$ cat src/rtl/asram_pkg.sv
package asram_pkg;

    typedef enum logic [2:0] {
        ST_IDLE,
        ST_SETUP,
        ST_PULSE,
        ST_HOLD,
        ST_ACCESS,
        ST_CAPTURE
    } seq_state_e;

    // nanoseconds to whole clock cycles, rounded up, never below one
    function automatic int unsigned ns_to_cyc(input int unsigned ns, input int unsigned per);
        int unsigned c;
        c = (ns + per - 1) / per;
        return (c == 0) ? 1 : c;
    endfunction

    function automatic int unsigned max2(input int unsigned a, input int unsigned b);
        return (a > b) ? a : b;
    endfunction

endpackage

$ cat src/rtl/asram_phase_timer.sv
module asram_phase_timer #(
    parameter int CNT_W = 4
) (
    input  logic             clk,
    input  logic             rst_n,
    input  logic             load,
    input  logic [CNT_W-1:0] load_val,
    output logic             done
);

    logic [CNT_W-1:0] cnt_q;

    always_ff @(posedge clk or negedge rst_n) begin
        if (!rst_n) begin
            cnt_q <= '0;
        end else if (load) begin
            cnt_q <= load_val;
        end else if (cnt_q != '0) begin
            cnt_q <= cnt_q - 1'b1;
        end
    end

    assign done = (cnt_q == '0);

    AST_TMR_NO_WRAP: assert property (@(posedge clk) disable iff (!rst_n)
        (!load && cnt_q == '0) |=> (cnt_q == '0));

endmodule

$ cat src/rtl/asram_rd_capture.sv
module asram_rd_capture #(
    parameter int DATA_W = 4
) (
    input  logic              clk,
    input  logic              rst_n,
    input  logic              cap_en,
    input  logic [DATA_W-1:0] din,
    output logic [DATA_W-1:0] dout
);

    always_ff @(posedge clk or negedge rst_n) begin
        if (!rst_n) begin
            dout <= '0;
        end else if (cap_en) begin
            dout <= din;
        end
    end

    AST_CAP_STEADY: assert property (@(posedge clk) disable iff (!rst_n)
        !cap_en |=> $stable(dout));

endmodule

$ cat src/rtl/asram_seq.sv
module asram_seq
    import asram_pkg::*;
#(
    parameter int ADDR_W          = 8,
    parameter int DATA_W          = 4,
    parameter int CLK_PERIOD_NS   = 5,
    parameter int T_WCYCLE_NS     = 10,
    parameter int T_WPULSE_NS     = 8,
    parameter int T_ADDR_SETUP_NS = 0,
    parameter int T_ADDR_HOLD_NS  = 2,
    parameter int T_DATA_SETUP_NS = 0,
    parameter int T_DATA_HOLD_NS  = 2,
    parameter int T_SEL_SETUP_NS  = 0,
    parameter int T_SEL_HOLD_NS   = 2,
    parameter int T_ADDR_ACC_NS   = 10,
    parameter int T_OE_ACC_NS     = 8
) (
    input  logic              clk,
    input  logic              rst_n,
    input  logic              req_valid,
    output logic              req_ready,
    input  logic              req_write,
    input  logic [ADDR_W-1:0] req_addr,
    input  logic [DATA_W-1:0] req_wdata,
    output logic              rsp_valid,
    output logic [DATA_W-1:0] rsp_rdata,
    output logic [ADDR_W-1:0] mem_addr,
    output logic [DATA_W-1:0] mem_wdata,
    input  logic [DATA_W-1:0] mem_rdata,
    output logic              mem_sel_n,
    output logic              mem_sel,
    output logic              mem_we_n,
    output logic              mem_oe_n
);

    localparam int unsigned PER       = CLK_PERIOD_NS;
    localparam int unsigned SETUP_CYC = ns_to_cyc(max2(T_ADDR_SETUP_NS, T_SEL_SETUP_NS), PER);
    localparam int unsigned PULSE_CYC = ns_to_cyc(max2(T_WPULSE_NS, T_DATA_SETUP_NS), PER);
    localparam int unsigned HOLD_MIN  = ns_to_cyc(max2(T_ADDR_HOLD_NS,
                                                       max2(T_DATA_HOLD_NS, T_SEL_HOLD_NS)), PER);
    localparam int unsigned WC_CYC    = ns_to_cyc(T_WCYCLE_NS, PER);
    localparam int unsigned HOLD_CYC  = (SETUP_CYC + PULSE_CYC + HOLD_MIN >= WC_CYC)
                                        ? HOLD_MIN : (WC_CYC - SETUP_CYC - PULSE_CYC);
    localparam int unsigned ACC_CYC   = ns_to_cyc(max2(T_ADDR_ACC_NS, T_OE_ACC_NS), PER);
    localparam int unsigned MAX_CYC   = max2(max2(SETUP_CYC, PULSE_CYC), max2(HOLD_CYC, ACC_CYC));
    localparam int          CNT_W     = $clog2(MAX_CYC + 1);

    seq_state_e state_q, state_d;

    logic              accept;
    logic              tmr_load;
    logic              tmr_done;
    logic [CNT_W-1:0]  tmr_val;
    logic              cap_en;
    logic [ADDR_W-1:0] addr_q;
    logic [DATA_W-1:0] data_q;

    assign accept = req_valid && req_ready;

    // state register
    always_ff @(posedge clk or negedge rst_n) begin
        if (!rst_n) begin
            state_q <= ST_IDLE;
        end else begin
            state_q <= state_d;
        end
    end

    // next state
    always_comb begin
        state_d = state_q;
        unique case (state_q)
            ST_IDLE:    if (req_valid) state_d = req_write ? ST_SETUP : ST_ACCESS;
            ST_SETUP:   if (tmr_done)  state_d = ST_PULSE;
            ST_PULSE:   if (tmr_done)  state_d = ST_HOLD;
            ST_HOLD:    if (tmr_done)  state_d = ST_IDLE;
            ST_ACCESS:  if (tmr_done)  state_d = ST_CAPTURE;
            ST_CAPTURE: state_d = ST_IDLE;
            default:    state_d = ST_IDLE;
        endcase
    end

    // phase length loaded on every state change
    always_comb begin
        tmr_load = (state_d != state_q);
        unique case (state_d)
            ST_SETUP:  tmr_val = CNT_W'(SETUP_CYC - 1);
            ST_PULSE:  tmr_val = CNT_W'(PULSE_CYC - 1);
            ST_HOLD:   tmr_val = CNT_W'(HOLD_CYC - 1);
            ST_ACCESS: tmr_val = CNT_W'(ACC_CYC - 1);
            default:   tmr_val = '0;
        endcase
    end

    asram_phase_timer #(.CNT_W(CNT_W)) u_timer (
        .clk      (clk),
        .rst_n    (rst_n),
        .load     (tmr_load),
        .load_val (tmr_val),
        .done     (tmr_done)
    );

    // request fields held for the whole transfer
    always_ff @(posedge clk or negedge rst_n) begin
        if (!rst_n) begin
            addr_q <= '0;
            data_q <= '0;
        end else if (accept) begin
            addr_q <= req_addr;
            data_q <= req_wdata;
        end
    end

    assign cap_en = (state_q == ST_ACCESS) && tmr_done;

    asram_rd_capture #(.DATA_W(DATA_W)) u_capture (
        .clk    (clk),
        .rst_n  (rst_n),
        .cap_en (cap_en),
        .din    (mem_rdata),
        .dout   (rsp_rdata)
    );

    // outputs decoded from the state register
    always_comb begin
        req_ready = 1'b0;
        rsp_valid = 1'b0;
        mem_sel_n = 1'b1;
        mem_sel   = 1'b0;
        mem_we_n  = 1'b1;
        mem_oe_n  = 1'b1;
        unique case (state_q)
            ST_IDLE:    req_ready = 1'b1;
            ST_SETUP,
            ST_HOLD:    begin mem_sel_n = 1'b0; mem_sel = 1'b1; end
            ST_PULSE:   begin mem_sel_n = 1'b0; mem_sel = 1'b1; mem_we_n = 1'b0; end
            ST_ACCESS:  begin mem_sel_n = 1'b0; mem_sel = 1'b1; mem_oe_n = 1'b0; end
            ST_CAPTURE: rsp_valid = 1'b1;
            default:    req_ready = 1'b0;
        endcase
    end

    assign mem_addr  = addr_q;
    assign mem_wdata = data_q;

    AST_READY_DESEL: assert property (@(posedge clk) disable iff (!rst_n)
        req_ready |-> (mem_sel_n && !mem_sel && mem_we_n && mem_oe_n));
    AST_SETUP_FIRST: assert property (@(posedge clk) disable iff (!rst_n)
        $fell(mem_we_n) |-> !$past(mem_sel_n));
    AST_WE_SELECTED: assert property (@(posedge clk) disable iff (!rst_n)
        !mem_we_n |-> (!mem_sel_n && mem_sel));
    AST_HOLD_AFTER: assert property (@(posedge clk) disable iff (!rst_n)
        $rose(mem_we_n) |-> !mem_sel_n);
    AST_PINS_STABLE: assert property (@(posedge clk) disable iff (!rst_n)
        (!mem_sel_n && !$past(mem_sel_n)) |-> ($stable(mem_addr) && $stable(mem_wdata)));
    AST_WE_OE_EXCL: assert property (@(posedge clk) disable iff (!rst_n)
        (mem_we_n || mem_oe_n));
    AST_RSP_SINGLE: assert property (@(posedge clk) disable iff (!rst_n)
        rsp_valid |=> !rsp_valid);

endmodule

$ cat config.mk
export PLATFORM = sky130hd
export DESIGN_NAME = asram_seq
export DESIGN_NICKNAME = d
export VERILOG_FILES = /design/src/rtl/asram_pkg.sv /design/src/rtl/asram_phase_timer.sv /design/src/rtl/asram_rd_capture.sv /design/src/rtl/asram_seq.sv
export SDC_FILE = /design/constraint.sdc
export NUM_CORES = 1
export LEC_CHECK = 0
export BUFFER_PORTS_ARGS = -buffer_cell sky130_fd_sc_hd__buf_4
export CAP_MARGIN = 5
export CELL_PAD_IN_SITES_DETAIL_PLACEMENT = 0
export CELL_PAD_IN_SITES_GLOBAL_PLACEMENT = 2
export CORE_AREA = 2 2 60 62
export CTS_BUF_LIST = sky130_fd_sc_hd__clkbuf_8
export CTS_CLUSTER_SIZE = 25
export DETAILED_ROUTE_END_ITERATION = 10
export DIE_AREA = 0 0 62 64
export GPL_ROUTABILITY_DRIVEN = 1
export PLACE_DENSITY = 0.83
export SYNTH_ARGS = -nofsm -noshare
export SYNTH_HDL_FRONTEND = slang
export SYNTH_SLANG_ARGS = --single-unit
export TNS_END_PERCENT = 10
$ cat constraint.sdc
create_clock -name clk -period 4.8 [get_ports clk]
set_clock_uncertainty 0.05 [all_clocks]
set_input_delay 0.96 -clock clk [delete_from_list [all_inputs] [get_ports clk]]
set_output_delay 0.96 -clock clk [all_outputs]
set_load 0.02 [all_outputs]
## Word level (Yosys, flattened, before mapping)

Index checks and enable logic that the tools add are counted.

| cells by class | value |
|---|---|
| add/sub/neg operators | 1 |
| eq/ne operators | 8 |
| reduce and logical (&&, ||, !) cells | 8 |
| multiplexer cells | 16 |

Operators by type and width:

| cell | count |
|---|---|
| 3-bit two-way mux | 6 |
| 3-bit case mux with 5 select lines | 1 |
| 3-bit by 2-bit equality test with 1-bit output, second input constant | 3 |
| 3-bit equality test, second input constant | 3 |
| 1-bit two-way mux | 7 |
| 2-bit two-way mux | 2 |
| 2-bit nonzero test | 2 |
| 4-bit OR reduction | 1 |
| 3-bit by 1-bit equality test with 1-bit output, second input constant | 1 |
| 3-bit zero test | 1 |
| 3-bit != test | 1 |
| 1-bit logical AND | 2 |
| 2-bit zero test | 1 |
| 2-bit OR reduction | 1 |
| 2-bit by 1-bit subtractor with 2-bit output, second input constant | 1 |

| word-level totals | value |
|---|---|
| register bits | 21 |
| input bits | 20 |
| output and inout bits | 22 |
| logic and storage cells | 38 |

## Depth between registers and ports, before layout

| depth | value |
|---|---|
| depth after elaboration | 7 |
| mapped depth | 7 |
| mapped depth without buffers | 6 |

## Modules after synthesis

A second synthesis with hierarchy kept.

| second synthesis, totals | value |
|---|---|
| cell total of the unflattened synthesis | 83 |
| area, all modules | 1052.3 um2 |

By module, submodules not included:

| module | area an instance (um2) | cells an instance | times used |
|---|---|---|---|
| asram_seq | 793.3 | 63 | 1 |
| asram_rd_capture | 145.1 | 8 | 1 |
| asram_phase_timer | 113.9 | 12 | 1 |

## Worst setup path before layout

Ideal clock, no wire load.

| path | value |
|---|---|
| path kind | register to output |
| start point | register state_q[2] |
| end point | output mem_sel_n |
| data required time | 3790 ps |
| buffers on the path | 1 |
| arrival time | 1263 ps |
| path slack | 2527 ps |
| cell stages (with the launch flop) | 4 |
| cell sequence | dfrtp_1 > buf_2 > xnor2_1 > inv_1 |

| between the ends | value |
|---|---|
| longest elaborated chain between the ends | 3 |
| elaborated cells on any way between the ends | 6 |
| those cells by class | eq/ne: 4; mux: 1; reduce/logical: 1 |

Ends and longest elaborated chain:

| element | line | RTL |
|---|---|---|
| from (decl) | asram_seq.sv:48 | `seq_state_e state_q, state_d;` |
| from (signal assigned) | asram_seq.sv:65 | `state_q <= state_d;` |
| 3-bit equality test (tied with other cells) | asram_seq.sv:132 | `unique case (state_q)` |
| 4-bit OR reduction (no line) * | n/a |  |
| 1-bit two-way mux * | asram_seq.sv:132 |  |
| to (decl) | asram_seq.sv:30 | `output logic mem_sel_n,` |

Mark *: on every way between the ends. The rest lies on a longest branch, timed or not.

## Worst setup path after layout

| path | value |
|---|---|
| start point | register state_q[0] |
| end point | output mem_sel_n |

Same word-level chain as after synthesis.

==> flow_summary.json <==
{
  "outcome": "completed",
  "hold_path_depth": 1,
  "async_flop_share_pct": 100,
  "postLayoutCellArea_um2": 1400,
  "relSlewSlack_pct": 68.4,
  "clkLatencyLatePin_ns": 0.25,
  "hold_violations": 0,
  "post_cts_buffers": 0,
  "fin_crit_sh_pct": 50.2,
  "path_depth": 4,
  "cts.sinks": 21,
  "drcViolationCount": 0,
  "cts_buffers": 3,
  "synth_edf_count": 0,
  "seq_area_frac_synth_pct": 50.6,
  "path_class": "flip-flop to output pin",
  "cts_root_buf": "clkbuf_8",
  "p_leak_nw": 0.675,
  "cpPeakStageDelay_ns": 0.50,
  "setup_viol": 0,
  "antenna_found_initial": 0,
  "min_period_ns": 2.41,
  "drtIter0Drc": 17,
  "powerDensity_nw_per_um2": 745,
  "ys_types": 29,
  "path_delay_family": "flip-flops",
  "die_y_um": 64,
  "postPlaceCellArea_um2": 1350,
  "vias": 734,
  "start_kind": "flip-flop",
  "drive_above_1_share_pct": 52.9,
  "coreArea_um2": 3280,
  "cp_num_buf_inv": 2,
  "multiInputGateArea_um2": 442,
  "antenna_left": 0,
  "drt_wl_total_mm": 1.98,
  "initial_core_util_pct": 31.6,
  "ys_ff_latch": 21,
  "post_cts_resized": 0,
  "io_buffers": 41,
  "clock_path_buffers": 2,
  "dieArea_um2": 3970,
  "slew_violations": 0,
  "setup_tns_ns": 0,
  "synthCells": 82,
  "path_clk_slew_ns": 0.07,
  "yosys_warnings": 0,
  "maxCapViolations": 0,
  "insertedDiodeCount": 0,
  "gp_routability_congestion": 0.863,
  "syn_nets": 103,
  "seqCellArea_um2": 526,
  "routedWlPerCell_um": 11.9,
  "fp-row-count": 21,
  "arrival_ns": 1.40,
  "syn_area_um2": 1040,
  "firstDrtPassIters": 4,
  "nets": 143,
  "synth_area_per_cell_um2": 12.7,
  "die_width_um": 62,
  "io_pins": 42,
  "cp-end-kind": "output pin",
  "grt_pass1_wl_mm": 3.02,
  "grt_max_degree": 22,
  "grt_usage_pct": 10.3,
  "max_freq_ghz": 0.415,
  "cts_tree": "built",
  "required_ns": 3.79,
  "via_per_inst": 4.40,
  "holdBufCountCts": 0,
  "rsz0062_at_grt": "false",
  "worstRegToRegCells": 4,
  "syn2layout_area_growth_pct": 34.5,
  "hpwl_mm": 1.52,
  "ys.flop_type": "dfrtp_1",
  "grt_pass1_vias": 679,
  "htree_levels": 1,
  "path_cells": "nor2_4 > xnor2_1 > inv_1 > buf_4",
  "cpMaxStageDelayCell": "dfrtp_1",
  "grt-ovfl-total": 0,
  "tightest_slew_ns": 0.474,
  "cp_max_fo": 9,
  "hold_path.class": "flip-flop to flip-flop",
  "vdd_drop_max_v": 0.000327,
  "fill_cells": 319
}
## synthesized netlist by cell type (2+ instances only)
cell,count,share of area (%)
o21ai_0,4,1.9
dfrtp_1,21,51
nor2_1,3,1.1
buf_2,2,0.96
a21oi_1,3,1.4
a31oi_1,2,1.2
nand2_1,5,1.8
mux2_2,6,6.5
nand2b_1,2,1.2
inv_1,5,1.8
mux2_4,10,14
nor2b_1,2,1.2
## cells by family (layout without fill, tap and decap cells)
group	count (synthesis)	after routing	share of synthesized area (%)
buffers and inverters	11	50	6.87
adders and majority gates	1	1	1.20
xor gates and xnor gates	2	2	1.69
AOI/OAI and AO/OA	13	13	7.95
DFF	21	21	50.6
and+or+nand+nor	18	18	10.7
muxes	16	16	21.0
## sequential cells by signal, summed over array words and instances (netlist names)
signal and cells:
mem_addr 8, state_q 3, mem_wdata 4, u_capture.dout 4
u_timer.cnt_q 2
## per-stage QoR
stage / hold slack (ns) / instances / power, mW / worst slack [ns] / util, %
after floorplan: 0.488 / 82 / 0.752 / 2.53 / -
after global placement: 0.442 / 163 / 0.933 / 2.72 / 41.1
after detailed placement: 0.445 / 163 / 0.940 / 2.68 / 41.1
after CTS: 0.466 / 167 / 1.06 / 2.40 / 42.5
after global routing: 0.473 / 167 / 1.11 / 2.31 / 42.5
final: 0.461 / 167 / 1.04 / 2.39 / 42.5
## power by group
group	leakage, nW	internal [mW]	switching (mW)
Combinational	0.395	0.303	0.288
Sequential	0.253	0.265	0.0749
Clock	0.0269	0.0568	0.0520
## placed cells by master, fill, tap and decap left out
cell type and count:
and3_1 1, nand2_1 5, a22oi_1 1, xnor2_1 1, buf_4 41, nor3_1 1, nand2b_1 2, o221a_2 1
mux2_4 10, and2_4 1, a21oi_1 3, nor2b_1 2, nor2_1 3, nor2_4 1, a31oi_1 2, ha_1 1
clkbuf_8 3, o21ai_0 4, xor2_1 1, inv_1 6, o32ai_1 1, mux2_2 6, and3b_1 1, dfrtp_1 21
a211oi_1 1, nor3_4 1
## routing by layer
metal,track usage (%),vias up,routed length [um]
met1,13.1,341,926
met4,5.59,0,17
met3,2.83,2,205
li1,-,355,-
met5,0,-,0
met2,15.4,36,834
## path summary, 6_finish.rpt
check,endpoint,startpoint,slack [ns]
setup / recovery,mem_sel_n,state_q[0]$_DFF_PN0_,2.39
hold / removal,mem_addr[5]$_DFFE_PN0P_,mem_addr[5]$_DFFE_PN0P_,0.46
setup reg to reg,u_capture.dout[1]$_DFFE_PN0P_,u_timer.cnt_q[0]$_DFFE_PN0P_,3.19
hold reg to reg,mem_addr[5]$_DFFE_PN0P_,mem_addr[5]$_DFFE_PN0P_,0.46
max in group asynchronous,mem_addr[3]$_DFFE_PN0P_,rst_n,3.96
min in group asynchronous,mem_addr[0]$_DFFE_PN0P_,rst_n,0.53
## final cells by class
| class | count | share of cell area [%] |
|---|---|---|
| inverters | 5 | 1.34 |
| clock buffers | 3 | 2.96 |
| multi-input cells | 50 | 31.6 |
| clock inverters | 1 | 0.269 |
| flip-flops and latches | 21 | 37.6 |
| repair buffers | 41 | 22.0 |
| well taps | 46 | 4.12 |
(Power assumes the default switching activity.)
